$ cat src/rtl/lock_pred_table.sv
module lock_pred_table #(
  parameter int ENTRIES = 8,
  parameter int THREADS = 4,
  parameter int CW      = 4,
  parameter int LOCK_W  = 16,
  localparam int IW = $clog2(ENTRIES),
  localparam int TW = $clog2(THREADS)
) (
  input  logic              clk,
  input  logic              rst,
  input  logic              acq_vld,
  input  logic [LOCK_W-1:0] acq_lock,
  input  logic [TW-1:0]     acq_tid,
  input  logic [LOCK_W-1:0] qry_lock,
  input  logic [1:0]        policy,
  output logic              pred_vld,
  output logic [TW-1:0]     pred_tid
);
  localparam logic [CW-1:0] CMAX = {CW{1'b1}};

  logic          seen  [ENTRIES];
  logic [TW-1:0] first [ENTRIES];
  logic [TW-1:0] last  [ENTRIES];
  logic [CW-1:0] cnt   [ENTRIES][THREADS];
  logic [CW-1:0] wt    [ENTRIES][THREADS][THREADS];

  wire [IW-1:0] aidx = acq_lock[IW-1:0];
  wire [IW-1:0] qidx = qry_lock[IW-1:0];

  always_ff @(posedge clk) begin
    if (rst) begin
      for (int e = 0; e < ENTRIES; e++) begin
        seen[e]  <= 1'b0;
        first[e] <= '0;
        last[e]  <= '0;
        for (int a = 0; a < THREADS; a++) begin
          cnt[e][a] <= '0;
          for (int b = 0; b < THREADS; b++) wt[e][a][b] <= '0;
        end
      end
    end else if (acq_vld) begin
      seen[aidx] <= 1'b1;
      last[aidx] <= acq_tid;
      if (!seen[aidx]) first[aidx] <= acq_tid;
      if (cnt[aidx][acq_tid] != CMAX)
        cnt[aidx][acq_tid] <= cnt[aidx][acq_tid] + 1'b1;
      if (seen[aidx] && wt[aidx][last[aidx]][acq_tid] != CMAX)
        wt[aidx][last[aidx]][acq_tid] <= wt[aidx][last[aidx]][acq_tid] + 1'b1;
    end
  end

  logic [CW-1:0] best_c, best_w;
  logic [TW-1:0] tid_c, tid_w;

  always_comb begin
    best_c = '0; tid_c = '0;
    best_w = '0; tid_w = '0;
    for (int t = 0; t < THREADS; t++) begin
      if (cnt[qidx][t] > best_c) begin
        best_c = cnt[qidx][t];
        tid_c  = TW'(t);
      end
      if (wt[qidx][last[qidx]][t] > best_w) begin
        best_w = wt[qidx][last[qidx]][t];
        tid_w  = TW'(t);
      end
    end
    case (policy)
      2'd0:    begin pred_vld = seen[qidx];                  pred_tid = first[qidx]; end
      2'd1:    begin pred_vld = seen[qidx];                  pred_tid = last[qidx];  end
      2'd2:    begin pred_vld = seen[qidx] && best_c != '0;  pred_tid = tid_c;       end
      default: begin pred_vld = seen[qidx] && best_w != '0;  pred_tid = tid_w;       end
    endcase
  end

  logic chk_ok;
  always_ff @(posedge clk) chk_ok <= !rst;


  reset_clears_chk: assert property (@(posedge clk) rst |=> !pred_vld);


  hold_without_acq_chk: assert property (@(posedge clk) disable iff (rst || !chk_ok)
    !$past(acq_vld) && $stable(qry_lock) && $stable(policy)
      |-> $stable(pred_vld) && $stable(pred_tid));


  visible_after_acq_chk: assert property (@(posedge clk) disable iff (rst || !chk_ok)
    $past(acq_vld) && qry_lock[IW-1:0] == $past(acq_lock[IW-1:0]) && policy != 2'd3
      |-> pred_vld);


  last_follows_acq_chk: assert property (@(posedge clk) disable iff (rst || !chk_ok)
    $past(acq_vld) && qry_lock[IW-1:0] == $past(acq_lock[IW-1:0]) && policy == 2'd1
      |-> pred_tid == $past(acq_tid));

  for (genvar e = 0; e < ENTRIES; e++) begin : g_sat
    for (genvar t = 0; t < THREADS; t++) begin : g_thr

      no_wrap_chk: assert property (@(posedge clk) disable iff (rst || !chk_ok)
        cnt[e][t] >= $past(cnt[e][t]));
    end
  end
endmodule

$ cat config.mk
export PLATFORM = sky130hd
export DESIGN_NAME = lock_pred_table
export DESIGN_NICKNAME = d
export VERILOG_FILES = /design/src/rtl/lock_pred_table.sv
export SDC_FILE = /design/constraint.sdc
export NUM_CORES = 1
export LEC_CHECK = 0
export BUFFER_PORTS_ARGS = -buffer_cell sky130_fd_sc_hd__buf_2
export CELL_PAD_IN_SITES_DETAIL_PLACEMENT = 0
export CELL_PAD_IN_SITES_GLOBAL_PLACEMENT = 1
export CORE_MARGIN = 2
export CORE_UTILIZATION = 45
export DETAILED_ROUTE_END_ITERATION = 10
export PLACE_DENSITY = 0.7
export SLEW_MARGIN = 20
export SYNTH_ARGS = -nofsm -noshare
export SYNTH_HDL_FRONTEND = slang
export SYNTH_SLANG_ARGS = --single-unit
$ cat constraint.sdc
create_clock -name clk -period 7.8 [get_ports clk]
set_input_delay 0.78 -clock clk [delete_from_list [all_inputs] [get_ports clk]]
set_output_delay 0.78 -clock clk [all_outputs]
set_load 0.02 [all_outputs]
# Yosys cells after proc, flatten, opt, wreduce, memory -nomap -nowiden
# Memory sizes are Yosys's and may differ from the RTL's.
# Index checks and enable logic that the tools add are counted.
# op_classes
shift	0
eq_ne	4
reduce_logical	14
n_div	0
bitwise	3
n_lt_le_gt_ge	13
add_sub_neg	2
n_mul	0
n_mux	64
# op_table
operator	n
$mux W64	3
$mux W16	8
$bmux W16 S2	2
$reduce_or A64 Y1	1
$mux W4	13
$demux W16 S2	1
$gt A4 B4 Y1	6
$mux W1	21
$bmux W4 S2	2
$reduce_or A16 Y1	1
$mux W3	5
$mux W2	6
$ge A3 B3 Y1 const B	3
$not A2 Y3	3
$add A4 B1 Y4 const B	2
$demux W4 S2	1
$gt A4 B1 Y1 const B	2
$ne A4 B4 Y1 const B	2
$reduce_bool A4 Y1	2
$lt A3 B1 Y1 const B	2
$pmux W2 S3	1
$reduce_or A2 Y1	3
$logic_and A1 B1 Y1	5
$eq A2 B1 Y1 const B	1
4 further kinds	4
# totals
out_inout_bits	3
elab_cells	105
romBits	0
latchBits	0
register_bits	0
n_memories	5
mem_bits_rw	680
# memory_table
name	depth	word_bits	rd	rd_ports_with_merged_regs	wr	line_no	rtl
wt	8	64	2	0	8	25	logic [CW-1:0] wt [ENTRIES][THREADS][THREADS];
cnt	8	16	2	0	8	24	logic [CW-1:0] cnt [ENTRIES][THREADS];
first	8	2	1	0	8	22	logic [TW-1:0] first [ENTRIES];
last	8	2	2	0	8	23	logic [TW-1:0] last [ENTRIES];
seen	8	1	2	0	8	21	logic seen [ENTRIES];

# Depth between registers and ports, before layout
# An unclocked memory read counts as a cell.
# logic_depth
word_depth	16
mapped_depth	32

# Least setup slack after synthesis
# No wires, ideal clock.
# synth_path
kind	input port to output port
start	in qry_lock[1]
end	out pred_vld
arrival_time_ns	7.103
path_buffers	5
stages	29
setup_slack_ns	-0.083
required_time_ns	7.020
cell_sequence	buf_2 > buf_2 > buf_2 > buf_1 > buf_1 > mux4_2 > mux2_2 > ha_1 > nor2b_1 > o21a_1 > o21a_1 > o21ai_1 > o21ai_0 > ha_1 > nor2b_1 > o21ai_0 > nand2b_1 > a21oi_1 > a41o_1 > mux2_2 > ha_1 > nor2b_1 > o21ai_0 > nand2b_1 > a21oi_1 > a41oi_1 > a31o_2 > a41o_1 > a311oi_1
# synth_via
elab_chain_len	16
# synth_rtl
element	line_no	rtl
from (decl)	14	input logic [LOCK_W-1:0] qry_lock,
$mem_v2 Z8 W2	--	
$not A2 Y3 (not written as such)	63, 64	
$bmux W16 S2	63, 64	
$mux W16 (not written as such) (2 in series)	63, 64	
$gt A4 B1 Y1	63	if (wt[qidx][last[qidx]][t] > best_w) begin
$mux W4	63	
$gt A4 B4 Y1	63	
$mux W4	63	
$gt A4 B4 Y1	63	
$mux W4	63	
$gt A4 B4 Y1	63	
$mux W4	63	
$reduce_bool A4 Y1	72	default: begin pred_vld = seen[qidx] && best_w != '0; pred_tid = tid_w; end
$logic_and A1 B1 Y1	72	
$pmux W1 S2 (*)	68	case (policy)
to (decl)	16	output logic pred_vld,
# Every way passes the cells marked *; elsewhere a longest branch is shown, timed or not. The select of a mux whose other input is x is not followed.

==> metrics.yaml <==
cts_buffers: 78
totalWireLength_um: 149800
worst_slew_pin_slew_ns: 1.239
peakVddDrop_v: 0.0002213
leakage_nw: 14.17
vias_per_cell: 7.074
yosys.area.top_type: "edfxtp_1"
finalCriticalPeriod_ns: 7.584
drv_slew: 0
yosysWarnings: 0
drive_above_1_share_pct: 26.47
gp_congestion: 0.9499
dieArea_um2: 90470
grt_max_degree: 100
grt_usage_pct: 32.84
worstPathArrival_ns: 6.80
fin_nets: 3056
antenna_found_initial: 1
rows: 108
setup_viol: 0
synth_edf_count: 672
instances_no_fill: 4215
port_buffers: 15
status: "finished clean"
final_util_pct: 50.36
fin_ws_ns: 0.2165
ys_seq_area_share_pct: 51.31
route.vias.total: 29817
synth.avg_cell_area_um2: 12.89
drt_iter0_markers: 5021
fin_area_um2: 43820
preCtsSetupSlack_ns: -0.02605
grt_pass1_vias: 29062
crit_fanout: 8
hold_viol: 0
syn_area_um2: 39640
wl_per_cell_um: 35.55
grt_overflow: 0
clock-root-buffer: "clkbuf_16"
holdWs_ns: 0.4899
setup_tns_ns: 0
dp_cells: 4046
die_h_um: 300.8
synthesis.nets: 3140
first_pass_iters: 6
clk_path_buf_depth: 3
p_total_mw: 10.23
critPathTopFamily: "compound AO/OA/AOI/OAI gates"
hold_class: "flop to flop"
max_stage_delay_ns: 0.59
layout_commonest_cell: "edfxtp_1"
critPathBufInv: 3
drc_errors: 0
cp_slowest_cell: "mux4_2"
io_pins: 42
ys_async_sr_fraction_pct: 0
grt_pass1_wl_um: 212600
synth_cells: 3076
ys_seq_elements: 680
cp.required_ns: 7.02
p_per_area_nw_per_um2: 233.4
start_util_pct: 45.55
cts_sinks: 680
dp.final_hpwl_um: 100100
yosys_most_used_dff: "edfxtp_1"
core-area_um2: 87020
final_antenna_net_count: 0
endpoint_kind: "output port"
place_area_um2: 40940
fmax_mhz: 131.9
clkTransAtPathRegs_ns: 0.06
synth_top_area_share_pct: 50.91
slew_headroom_pct: 17.00
n_fill_cell: 7542
start_kind: "flop"
syn_to_final_growth_pct: 10.56
htreeDepth: 3
synth.area.top_cells: "edfxtp_1, mux4_2, mux2i_1"
die_w_um: 300.8
finalCritPeriodShare_pct: 97.22
critPathKind: "flop to output port"
post_synth_num_cell_types: 81
cap_violations: 0
final_cell_mix: "edfxtp_1, nor2_1, mux4_2"
skew_ns: 0.04158
tritoncts: "done"
holdBufCountCts: 0
clk_latency_ns: 0.66
[cell families after synthesis]
group	Yosys count	synth area share [%]
mux	469	19.65
xor+xnor	3	0.06630
buf+inv	393	4.893
flops	680	51.31
compound gates	627	13.44
simple gates	879	9.845
fa+ha+maj	25	0.7891
[power breakdown]
group	leakage [nW]	total, mW	switching (mW)	internal [mW]
clock network	1.28	3.84	1.58	2.26
registers	6.99	4.22	0.0816	4.14
logic	5.90	2.17	1.43	0.734
total	14.2	10.2	3.09	7.14
[path summary, 6_finish.rpt]
path | from | to | slack, ns | depth (start not counted)
hold reg to reg | seen[4] | seen[4] | 0.49 | 2
hold / removal | seen[4] | seen[4] | 0.49 | 2
setup reg to reg | last[3][0] | wt[3][11] | 2.47 | 12
setup / recovery | last[3][1] | pred_vld | 0.22 | 27
[final cells by class]
| class | count | area [um^2] | share of cell area [%] |
|---|---|---|---|
| tap | 1155 | 1445 | 3.298 |
| clock inverter | 50 | 531.8 | 1.213 |
| antenna | 4 | 10.01 | 0.02284 |
| multi-input combinational | 2003 | 17560 | 40.08 |
| inverter | 34 | 127.6 | 0.2912 |
| sequential | 680 | 20340 | 46.41 |
| timing repair buffer | 195 | 1729 | 3.946 |
| clock buffer | 94 | 2076 | 4.737 |
[flip-flops by register name, indices dropped and copies added, names as in the netlist]
| signal | flops |
|---|---|
| seen | 8 |
| last | 16 |
| cnt | 128 |
| first | 16 |
| wt | 512 |
[layer usage]
metal / wire length (um) / track usage [%]
met1: 55830 / 44.00
met2: 67020 / 49.79
met3: 18650 / 8.802
met4: 8330 / 15.66
met5: 0 / 0
[cells in the mapped netlist, types with 6 or more instances]
| cell type | count |
|---|---|
| nor3_1 | 198 |
| ha_1 | 25 |
| o211ai_1 | 8 |
| o21bai_1 | 160 |
| buf_2 | 102 |
| or2_2 | 19 |
| buf_12 | 11 |
| a211oi_2 | 120 |
| mux2_2 | 76 |
| a31o_2 | 7 |
| and2_1 | 8 |
| a22oi_1 | 34 |
| and3_1 | 8 |
| buf_6 | 13 |
| mux4_2 | 238 |
| buf_1 | 38 |
| clkbuf_1 | 179 |
| o21ai_0 | 40 |
| o22ai_1 | 35 |
| nand2_1 | 160 |
| o221ai_1 | 17 |
| dfxtp_1 | 8 |
| o2bb2ai_1 | 10 |
| edfxtp_1 | 672 |
| a21oi_1 | 32 |
| nor2b_1 | 27 |
| a221o_1 | 7 |
| inv_1 | 31 |
| a22o_1 | 13 |
| nand3_1 | 12 |
| a31oi_1 | 6 |
| buf_4 | 16 |
| a221oi_1 | 66 |
| nand2b_1 | 22 |
| a211oi_1 | 17 |
| mux2i_1 | 152 |
| nor2_1 | 396 |
[worst min-delay path, stage by stage (launching register included)]
cell,delay (ns)
dfxtp_1,0.32
inv_1,0.05
o21ai_0,0.07
[what timing repair did]
action	in CTS	in global routing
pin swaps	0	4
endpoints found under the setup margin	2	3
cloned	0	1
endpoints found under the hold margin	0	0
resized for setup	1	14
setup buffers	1	19
No activity file was read; power rests on OpenSTA's default activity.
